`config.mk`:
```
export PLATFORM = sky130hd
export DESIGN_NAME = can_ifs_seq
export DESIGN_NICKNAME = d
export VERILOG_FILES = /design/src/rtl/can_ifs_seq.sv
export SDC_FILE = /design/constraint.sdc
export NUM_CORES = 1
export LEC_CHECK = 0
export BUFFER_PORTS_ARGS = -buffer_cell sky130_fd_sc_hd__buf_2
export CAP_MARGIN = 20
export CELL_PAD_IN_SITES_DETAIL_PLACEMENT = 1
export CELL_PAD_IN_SITES_GLOBAL_PLACEMENT = 2
export CORE_UTILIZATION = 26
export DETAILED_ROUTE_END_ITERATION = 8
export GPL_TIMING_DRIVEN = 1
export PLACE_DENSITY_LB_ADDON = 0.1
export SLEW_MARGIN = 0
export SYNTH_ARGS = -nofsm -noshare
export SYNTH_HDL_FRONTEND = slang
export SYNTH_SLANG_ARGS = --single-unit
```
`constraint.sdc`:
```
create_clock -name clk -period 2.1 [get_ports clk]
set_input_delay 0.315 -clock clk [delete_from_list [all_inputs] [get_ports clk]]
set_output_delay 0.315 -clock clk [all_outputs]
set_load 0.02 [all_outputs]
```
`src/rtl/can_ifs_seq.sv`:
```
module can_ifs_seq #(
  parameter int IMS_BITS    = 3,
  parameter int SUSP_BITS   = 8,
  parameter int ERR_W       = 9,
  parameter int PASSIVE_LIM = 128
) (
  input  logic             clk,
  input  logic             rst,
  input  logic             bit_smp,
  input  logic             bus_lvl,
  input  logic             eof_done,
  input  logic             was_tx,
  input  logic [ERR_W-1:0] tec,
  input  logic [ERR_W-1:0] rec,
  input  logic             tx_pend,
  output logic             sof_tx,
  output logic             is_rx,
  output logic             is_tx,
  output logic             ovl,
  output logic [2:0]       field_st
);

  localparam int CNT_MAX = (IMS_BITS > SUSP_BITS) ? IMS_BITS : SUSP_BITS;
  localparam int CW = (CNT_MAX > 1) ? $clog2(CNT_MAX) : 1;
  localparam logic [CW-1:0] IMS_LAST  = CW'(IMS_BITS - 1);
  localparam logic [CW-1:0] SUSP_LAST = CW'(SUSP_BITS - 1);
  localparam logic [ERR_W-1:0] LIM = ERR_W'(PASSIVE_LIM);

  localparam logic [2:0] S_IDLE = 3'd0;
  localparam logic [2:0] S_IMS  = 3'd1;
  localparam logic [2:0] S_SUSP = 3'd2;
  localparam logic [2:0] S_FRM  = 3'd3;
  localparam logic [2:0] S_OVL  = 3'd4;

  logic [2:0]    st;
  logic [CW-1:0] cnt;
  logic          susp_q;

  wire dom     = ~bus_lvl;
  wire passive = (tec >= LIM) || (rec >= LIM);

  assign field_st = st;

  always_ff @(posedge clk) begin
    if (rst) begin
      st     <= S_IDLE;
      cnt    <= '0;
      susp_q <= 1'b0;
      is_rx  <= 1'b0;
      is_tx  <= 1'b0;
      sof_tx <= 1'b0;
      ovl    <= 1'b0;
    end else begin
      sof_tx <= 1'b0;
      ovl    <= 1'b0;
      if (bit_smp) begin
        case (st)
          S_IDLE: begin
            if (tx_pend) begin
              st <= S_FRM; is_tx <= 1'b1; sof_tx <= 1'b1;
            end else if (dom) begin
              st <= S_FRM; is_rx <= 1'b1;
            end
          end
          S_IMS: begin
            if (dom) begin
              if (cnt == IMS_LAST) begin
                st <= S_FRM;
                if (tx_pend && !susp_q) begin
                  is_tx <= 1'b1; sof_tx <= 1'b1;
                end else begin
                  is_rx <= 1'b1;
                end
              end else begin
                st  <= S_OVL;
                ovl <= 1'b1;
              end
            end else if (cnt == IMS_LAST) begin
              cnt <= '0;
              if (susp_q) begin
                st <= S_SUSP;
              end else if (tx_pend) begin
                st <= S_FRM; is_tx <= 1'b1; sof_tx <= 1'b1;
              end else begin
                st <= S_IDLE;
              end
            end else begin
              cnt <= cnt + 1'b1;
            end
          end
          S_SUSP: begin
            if (dom) begin
              st <= S_FRM; is_rx <= 1'b1; susp_q <= 1'b0;
            end else if (cnt == SUSP_LAST) begin
              susp_q <= 1'b0;
              if (tx_pend) begin
                st <= S_FRM; is_tx <= 1'b1; sof_tx <= 1'b1;
              end else begin
                st <= S_IDLE;
              end
            end else begin
              cnt <= cnt + 1'b1;
            end
          end
          S_FRM: begin
            if (eof_done) begin
              st     <= S_IMS;
              cnt    <= '0;
              susp_q <= was_tx && passive;
              is_rx  <= 1'b0;
              is_tx  <= 1'b0;
            end
          end
          S_OVL: begin
            if (eof_done) begin
              st  <= S_IMS;
              cnt <= '0;
            end
          end
          default: st <= S_IDLE;
        endcase
      end
    end
  end

endmodule


```
Yosys cells after proc, flatten, opt, wreduce, memory -nomap -nowiden
Index checks and enable logic that the tools add are counted.
Operators by class
  add/subtract/negate cells: 1
  magnitude comparators: 2
  equal/unequal tests: 21
  mux-type cells: 47
  bitwise operators: 2
  reduce and logical (&&, ||, !) cells: 16
Operator list (count)
  3-bit 2-to-1 mux: 13
  1-bit 2-to-1 mux: 26
  9-bit by 8-bit >= comparator with 1-bit output, second input constant: 2
  2-bit != test, second input constant: 9
  3-bit != test, second input constant: 5
  3-bit case mux with 4 select lines: 1
  3-bit by 2-bit == test with 1-bit output, second input constant: 3
  3-bit case mux with 3 select lines: 1
  1-bit case mux with 4 select lines: 2
  8-bit AND reduction: 1
  7-bit AND reduction: 1
  3-bit == test, second input constant: 2
  6-bit AND reduction: 1
  5-bit AND reduction: 1
  2-bit 2-to-1 mux: 2
  4-bit AND reduction: 1
  4-bit nonzero test: 1
  2-bit OR reduction: 2
  4-bit OR reduction: 1
  3-bit by 1-bit adder with 3-bit output, second input constant: 1
  3-bit by 1-bit == test with 1-bit output, second input constant: 1
  3-bit zero test: 1
  1-bit case mux with 3 select lines: 1
  3-bit nonzero test: 1
  other kinds (7): 9
Storage, ports and cells
  register bits: 11
  bits of input ports: 25
  output and inout bits: 7
  word-level logic and storage cells: 96

Longest topological paths before layout
Gate-level depths: netlist (run 1).
  depth in word-level cells: 6
  depth in mapped cells: 6
  gate-level depth less buffers: 6

Worst setup path before layout (run 1)
Ideal clock, no wire load.
  path type: register -> register
  start point: register cnt[0]
  end point: register st[1] (netlist: field_st[1])
  library setup time: 123 ps
  arrival time: 1535 ps
  data required time: 1977 ps
  slack: 442 ps
  cell stages (with the launch flop): 7
  buffers on the path: 0
  clock period less this slack: 1658 ps
  cells stage by stage: dfxtp_1 -> ha_1 -> ha_1 -> nor4bb_1 -> a41oi_1 -> o211ai_1 -> mux2_1
Between the ends
  word-level cells in the longest chain between the ends: 4
  elaborated cells on any way between the ends: 8
  classes of those cells: eq/ne: 4; mux: 3; reduce/logical: 1
Ends and longest elaborated chain
  start, declared: RTL line 36  | logic [CW-1:0] cnt;
  start signal, assigned: RTL line 88  | cnt <= cnt + 1'b1;
  start signal, assigned: RTL line 102  | cnt <= cnt + 1'b1;
  3-bit by 2-bit == test with 1-bit output: RTL line 67, 78
  3-bit 2-to-1 mux: RTL line 67  | if (cnt == IMS_LAST) begin
  3-bit 2-to-1 mux: RTL line 66  | if (dom) begin
  3-bit case mux with 4 select lines: RTL line 57  | case (st)
  end signal, assigned: RTL line 60  | st <= S_FRM; is_tx <= 1'b1; sof_tx <= 1'b1;
  end signal, assigned: RTL line 68  | st <= S_FRM;
  end signal, assigned: RTL line 81  | st <= S_SUSP;
  end, declared: RTL line 35  | logic [2:0] st;
Several ways; a longest one is shown, not always the timed one.
A chain may end at the register's enable or synchronous reset.

Final worst setup path (run 1)
Same ends and word-level chain as after synthesis.

==> reports/results.txt, run 1 <==
die width - 57.89 µm
DRT antenna net count - 0
pwr dens - 626.9 nW/µm²
Mapped Cells - 95
Buf+Inv Stages, Crit Path - 0
Clock transition at path regs - 0.08 ns
WL/cell - 15.47 µm
Seq/Total Area, Yosys - 27.12%
Final Critical Period - 1.903 ns
die height - 57.89 µm
largest net degree at the start of global routing - 14
maxcap violations - 0
area leader, netlist - dfxtp_1
Top cell by count, worst path - ha_1
# rows - 19
clock skew - 0.006981 ns
Worst VDD drop - 0.2310 mV
# hold bufs at CTS - 0
max-slew violations - 0
Hold EP - ovl$_SDFF_PP0_
Yosys cell types - 41
total gr overflow - 0
WHS Path Cells - 3
DP Area - 920.9 µm²
#FFs+latches synth - 11
initial antenna violation count - 0
All-Layer GR Usage - 14.79%
worst r2r path cells - 6
worst hold path class - in -> reg
delay-heaviest family, CP - adder cells
clk_lat worst skew - 0.27 ns
outcome - finished, violations left
clock buffer count from CTS - 3
Hold WS - 0.3788 ns
largest fanout on the critical path - 4
number of global-route vias before repair - 794
end of the worst register-to-register path - field_st[1]$_SDFFE_PP0P_
CTS max path bufs - 2
Pre-antenna DRT Iters - 6
EDFF count, synth - 0
internal power - 379.6 µW
Crit. End Element - register
Worst R2R Setup Slack - 0.20 ns
worst slew pin tran - 0.4796 ns
DP HPWL - 1.691 mm
CTS sink count - 11
CTS tree - done
CP Depth - 6
synth top area cells - dfxtp_1 27%, nand2b_1 5.4%, ha_1 4.6%, mux2i_1 3.7%, inv_1 3.7%
max frequency - 0.5254 GHz
register share of total power - 43.0%
IO Pins - 32
Slowest-stage cell, CP - mux2_1
CTS H-tree depth - 1
CP required - 2.27 ns
Ys Warns - 0
worst slack, placed - 0.2162 ns
violated checks - design-rule violations
hold_sp - bit_smp
fin cells - 144
critical path cell sequence - ha_1, ha_1, nor4bb_1, a41oi_1, o211ai_1, mux2_1
Setup WS post-layout - 0.1969 ns
# diodes - 0
placed insts - 140
Total Wirelength - 2.228 mm
Final period util - 90.63%
asr flop ratio synth - 0%
cts repair resizes - 0
clock share of power - 25.8%
critical path's largest stage delay - 0.35 ns
top cells by count, synth - 11 x dfxtp_1, 8 x inv_1, 7 x nand2b_1
Finished Cell Area - 947.2 µm²
DRC violations left - 2
NetSw - 214.1 µW
core area - 2853 µm²
Initial Utilization - 28.46%
CTS root buffer - clkbuf_4
leakage power - 0.0004174 µW
share of layout cells above drive strength 1 - 26.55%
most frequent cell after synthesis - dfxtp_1
via count - 777
setup_tns - 0 ns
final hold viol count - 0
first-pass GRT wire length - 3.822 mm
syn_nets - 123
post-CTS setup buffer count - 0
final setup fails - 0
CP startpoint kind - register
routability cong. - 0.7516
Data arrival, critical path - 2.07 ns
drt first-iter violations - 20
Cell Area, Synth - 812.0 µm²
syn avg cell area - 8.548 µm²
port bufs - 17
area share of the largest cell type after synthesis - 27.12%
unrepaired setup endpoints after global routing - false
full die area - 3351 µm²
Logic pwr share - 31.1%
switching share of total power - 36.06%
Area Overhead vs Synth - 16.64%
Slew Limit Headroom - 67.98%
Vias/cell - 5.396
kind of critical path - reg -> reg
r2r startpoint - cnt[0]$_SDFFE_PP0P_
predominant post-synthesis flop cell - dfxtp_1
Final nets - 142
worst min-delay path, cell delays in order:
cell and delay, ns:
buf_2 0.15, inv_1 0.09, nor3_1 0.05
power groups by stage:
stage | Clock [µW] | Combinational (µW) | Sequential (µW)
floorplan | 0 | 128 | 263
global placement | 0 | 185 | 262
detailed placement | 0 | 185 | 261
CTS | 162 | 187 | 256
global route | 168 | 204 | 260
finish | 153 | 185 | 255
per-stage QoR:
stage                     total power (µW)  utilization, %
after floorplan                      391.0               -
after global placement               446.2           32.28
after detailed placement             445.7           32.28
after CTS                            604.7           33.20
after global routing                 632.0           33.20
final                                593.7           33.20
how the worst max path moves through the flow:
stage / slack, ns / from / endpoint
global route: 0.07 / cnt[0]$_SDFFE_PP0P_ / field_st[1]$_SDFFE_PP0P_
floorplan: 0.44 / cnt[0]$_SDFFE_PP0P_ / field_st[1]$_SDFFE_PP0P_
CTS: 0.19 / cnt[0]$_SDFFE_PP0P_ / field_st[1]$_SDFFE_PP0P_
detailed placement: 0.22 / cnt[0]$_SDFFE_PP0P_ / field_st[1]$_SDFFE_PP0P_
global placement: 0.26 / cnt[0]$_SDFFE_PP0P_ / field_st[1]$_SDFFE_PP0P_
finish: 0.20 / cnt[0]$_SDFFE_PP0P_ / field_st[1]$_SDFFE_PP0P_
layout by cell type, fill, tap and decap left out, types with 2 or more instances in the layout:
master    synthesis  routed
buf_2             3      17
dfxtp_1          11      11
inv_1             8       8
nand2b_1          7       7
nor2_1            5       5
nand2_1           4       4
o21a_1            4       4
a211oi_1          3       3
nor2b_1           3       3
nor3b_1           3       3
a21oi_1           3       3
a31oi_1           3       3
nand3_1           3       3
mux2i_1           3       3
ha_1              3       3
clkbuf_4          0       3
nor3_1            2       2
nand3b_1          2       2
o21ai_0           2       2
buf_4             0       2
kinds of logic after synthesis:
kind of cell	Yosys count	synth area share, %
AND/OR/NAND/NOR	37	28.97
flip-flops	11	27.12
buffers and inverters	13	7.395
AO/OA/AOI/OAI	26	25.43
multiplexers	5	6.471
adder cells (fa/ha/maj)	3	4.623
registers in the layout (all words and copies together), names as in the netlist:
| register | cells |
|---|---|
| is_rx | 1 |
| field_st | 3 |
| susp_q | 1 |
| sof_tx | 1 |
| is_tx | 1 |
| ovl | 1 |
| cnt | 3 |
routing by layer:
metal  part of all wire, %  GRT usage (%)  up-vias  routed length (µm)
met3                   2.7          2.232        2                  61
met4                  0.81          5.102        0                  18
met5                     0              0        -                   0
met2                    43          21.51       11                 960
li1                      -              -      386                   -
met1                    53          22.09      378                1188
layout make-up:
type | count | area [µm²]
multi-input cells | 71 | 531.8
inverters | 8 | 30.03
repair buffers | 19 | 100.1
clock buffers | 4 | 26.28
flip-flops and latches | 11 | 220.2
well taps | 31 | 38.79
fillers | 357 | 1906
Note: power is estimated with default switching activity, not from simulation.
==> run 2: changes to the inputs <==
BUFFER_PORTS_ARGS = -buffer_cell sky130_fd_sc_hd__clkbuf_2   (was -buffer_cell sky130_fd_sc_hd__buf_2)
==> run 2 against run 1 <==
Compared with the run above: the flow still finishes with violations (design-rule violations); register-to-register slack hardly changed; fmax hardly changed; combinational power barely moved; sequential share of layout area unchanged; sequential cell count stayed put; critical endpoint unchanged; highest routed layer unchanged.
==> reports/results.txt, run 2 (same netlist as run 1, synthesis figures left out) <==
setup_tns - 0 ns
Buf+Inv Stages, Crit Path - 0
CTS root buffer - clkbuf_4
clock buffer count from CTS - 3
unrepaired setup endpoints after global routing - false
outcome - finished, violations left
largest net degree at the start of global routing - 14
fill cell count - 362
largest fanout on the critical path - 4
final hold viol count - 0
Setup WS post-layout - 0.1975 ns
Slew Limit Headroom - 68.94%
Total Wirelength - 2.298 mm
share of layout cells above drive strength 1 - 26.55%
via count - 774
# diodes - 0
Initial Utilization - 28.46%
DRT antenna net count - 0
multi-input logic area - 531.8 µm²
most common cell after layout, fill and taps aside - clkbuf_2
fin cells - 144
Top cell by count, worst path - ha_1
placed insts - 140
Area Overhead vs Synth - 16.64%
Crit. End Element - register
worst hold path class - in -> reg
end of the worst register-to-register path - field_st[1]$_SDFFE_PP0P_
initial antenna violation count - 0
die width - 57.89 µm
r2r startpoint - cnt[0]$_SDFFE_PP0P_
maxcap violations - 0
die height - 57.89 µm
DP HPWL - 1.730 mm
routability cong. - 0.7509
# rows - 19
max frequency - 0.5256 GHz
first-pass GRT wire length - 3.767 mm
Vias/cell - 5.375
# hold bufs at CTS - 0
worst slack, placed - 0.2349 ns
Tot Pwr - 600.5 µW
delay-heaviest family, CP - adder cells
core area - 2853 µm²
Final Critical Period - 1.903 ns
Final nets - 142
CTS max path bufs - 2
violated checks - design-rule violations
CTS H-tree depth - 1
critical path's largest stage delay - 0.35 ns
most frequent cells in the layout - 17 x clkbuf_2, 11 x dfxtp_1, 8 x inv_1
post-CTS setup buffer count - 0
pwr dens - 634.0 nW/µm²
All-Layer GR Usage - 15.07%
Layout Utilization - 33.20%
kind of critical path - reg -> reg
leakage power - 0.0004148 µW
Data arrival, critical path - 2.08 ns
drt first-iter violations - 27
Hold EP - susp_q$_SDFFE_PP0P_
CP startpoint kind - register
hold_sp - rst
total gr overflow - 0
IO Pins - 32
final setup fails - 0
Clock transition at path regs - 0.08 ns
cts repair resizes - 0
critical path cell sequence - ha_1, ha_1, nor4bb_1, a41oi_1, o211ai_1, mux2_1
clock skew - 0.002423 ns
Worst VDD drop - 0.2127 mV
FF+latch area - 220.2 µm²
WL/cell - 15.96 µm
CP required - 2.27 ns
Pre-antenna DRT Iters - 6
max-slew violations - 0
Worst R2R Setup Slack - 0.20 ns
CTS tree - done
CTS sink count - 11
worst r2r path cells - 6
port bufs - 17
worst slew pin tran - 0.4651 ns
clk_lat worst skew - 0.28 ns
Final period util - 90.60%
Slowest-stage cell, CP - mux2_1
WHS Path Cells - 2
number of global-route vias before repair - 766
DRC violations left - 2
full die area - 3351 µm²
-- run 2: cell types whose count changed in the layout (fill, tap and decap cells not counted), sizes merged --
cell / previous run / this run
buf: 19 / 2
clkbuf: 4 / 21
-- run 2: through the flow --
step | instance area [µm²] | hold WS [ns]
2_1_floorplan | 812.0 | 0.4696
3_3_place_gp | 920.9 | 0.4356
3_5_place_dp | 920.9 | 0.4436
4_1_cts | 947.2 | 0.3856
5_1_grt | 947.2 | 0.4234
6_report | 947.2 | 0.3960
-- run 2: worst max path at each step --
stage                              startpoint                  endpoint  depth (start not counted)
after floorplan           cnt[0]$_SDFFE_PP0P_  field_st[1]$_SDFFE_PP0P_                          6
after global placement    cnt[0]$_SDFFE_PP0P_  field_st[1]$_SDFFE_PP0P_                          6
after detailed placement  cnt[0]$_SDFFE_PP0P_  field_st[1]$_SDFFE_PP0P_                          6
after CTS                 cnt[0]$_SDFFE_PP0P_  field_st[1]$_SDFFE_PP0P_                          6
after global routing      cnt[1]$_SDFFE_PP0P_  field_st[1]$_SDFFE_PP0P_                          6
final                     cnt[0]$_SDFFE_PP0P_  field_st[1]$_SDFFE_PP0P_                          6
-- run 2: where the power goes --
part	leakage, µW	switching [µW]	internal (µW)
clock network	0.0000150	84.4	73.8
logic	0.000310	105	79.4
registers	0.0000897	31.3	226
-- run 2: area by class of cell --
| class | instances | share of cell area (%) |
|---|---|---|
| inverters | 8 | 3.170 |
| multi-input cells | 71 | 56.14 |
| repair buffers | 19 | 10.57 |
| flip-flops and latches | 11 | 23.25 |
| well taps | 31 | 4.095 |
| clock buffers | 4 | 2.774 |
-- run 2: per-layer routing --
metal  global-route usage [%]  vias to the layer above  wire (µm)
met1                    23.05                      370       1259
li1                         -                      385          -
met5                        0                        -          0
met4                    8.163                        0         48
met3                    2.232                        5         65
met2                    19.87                       14        926
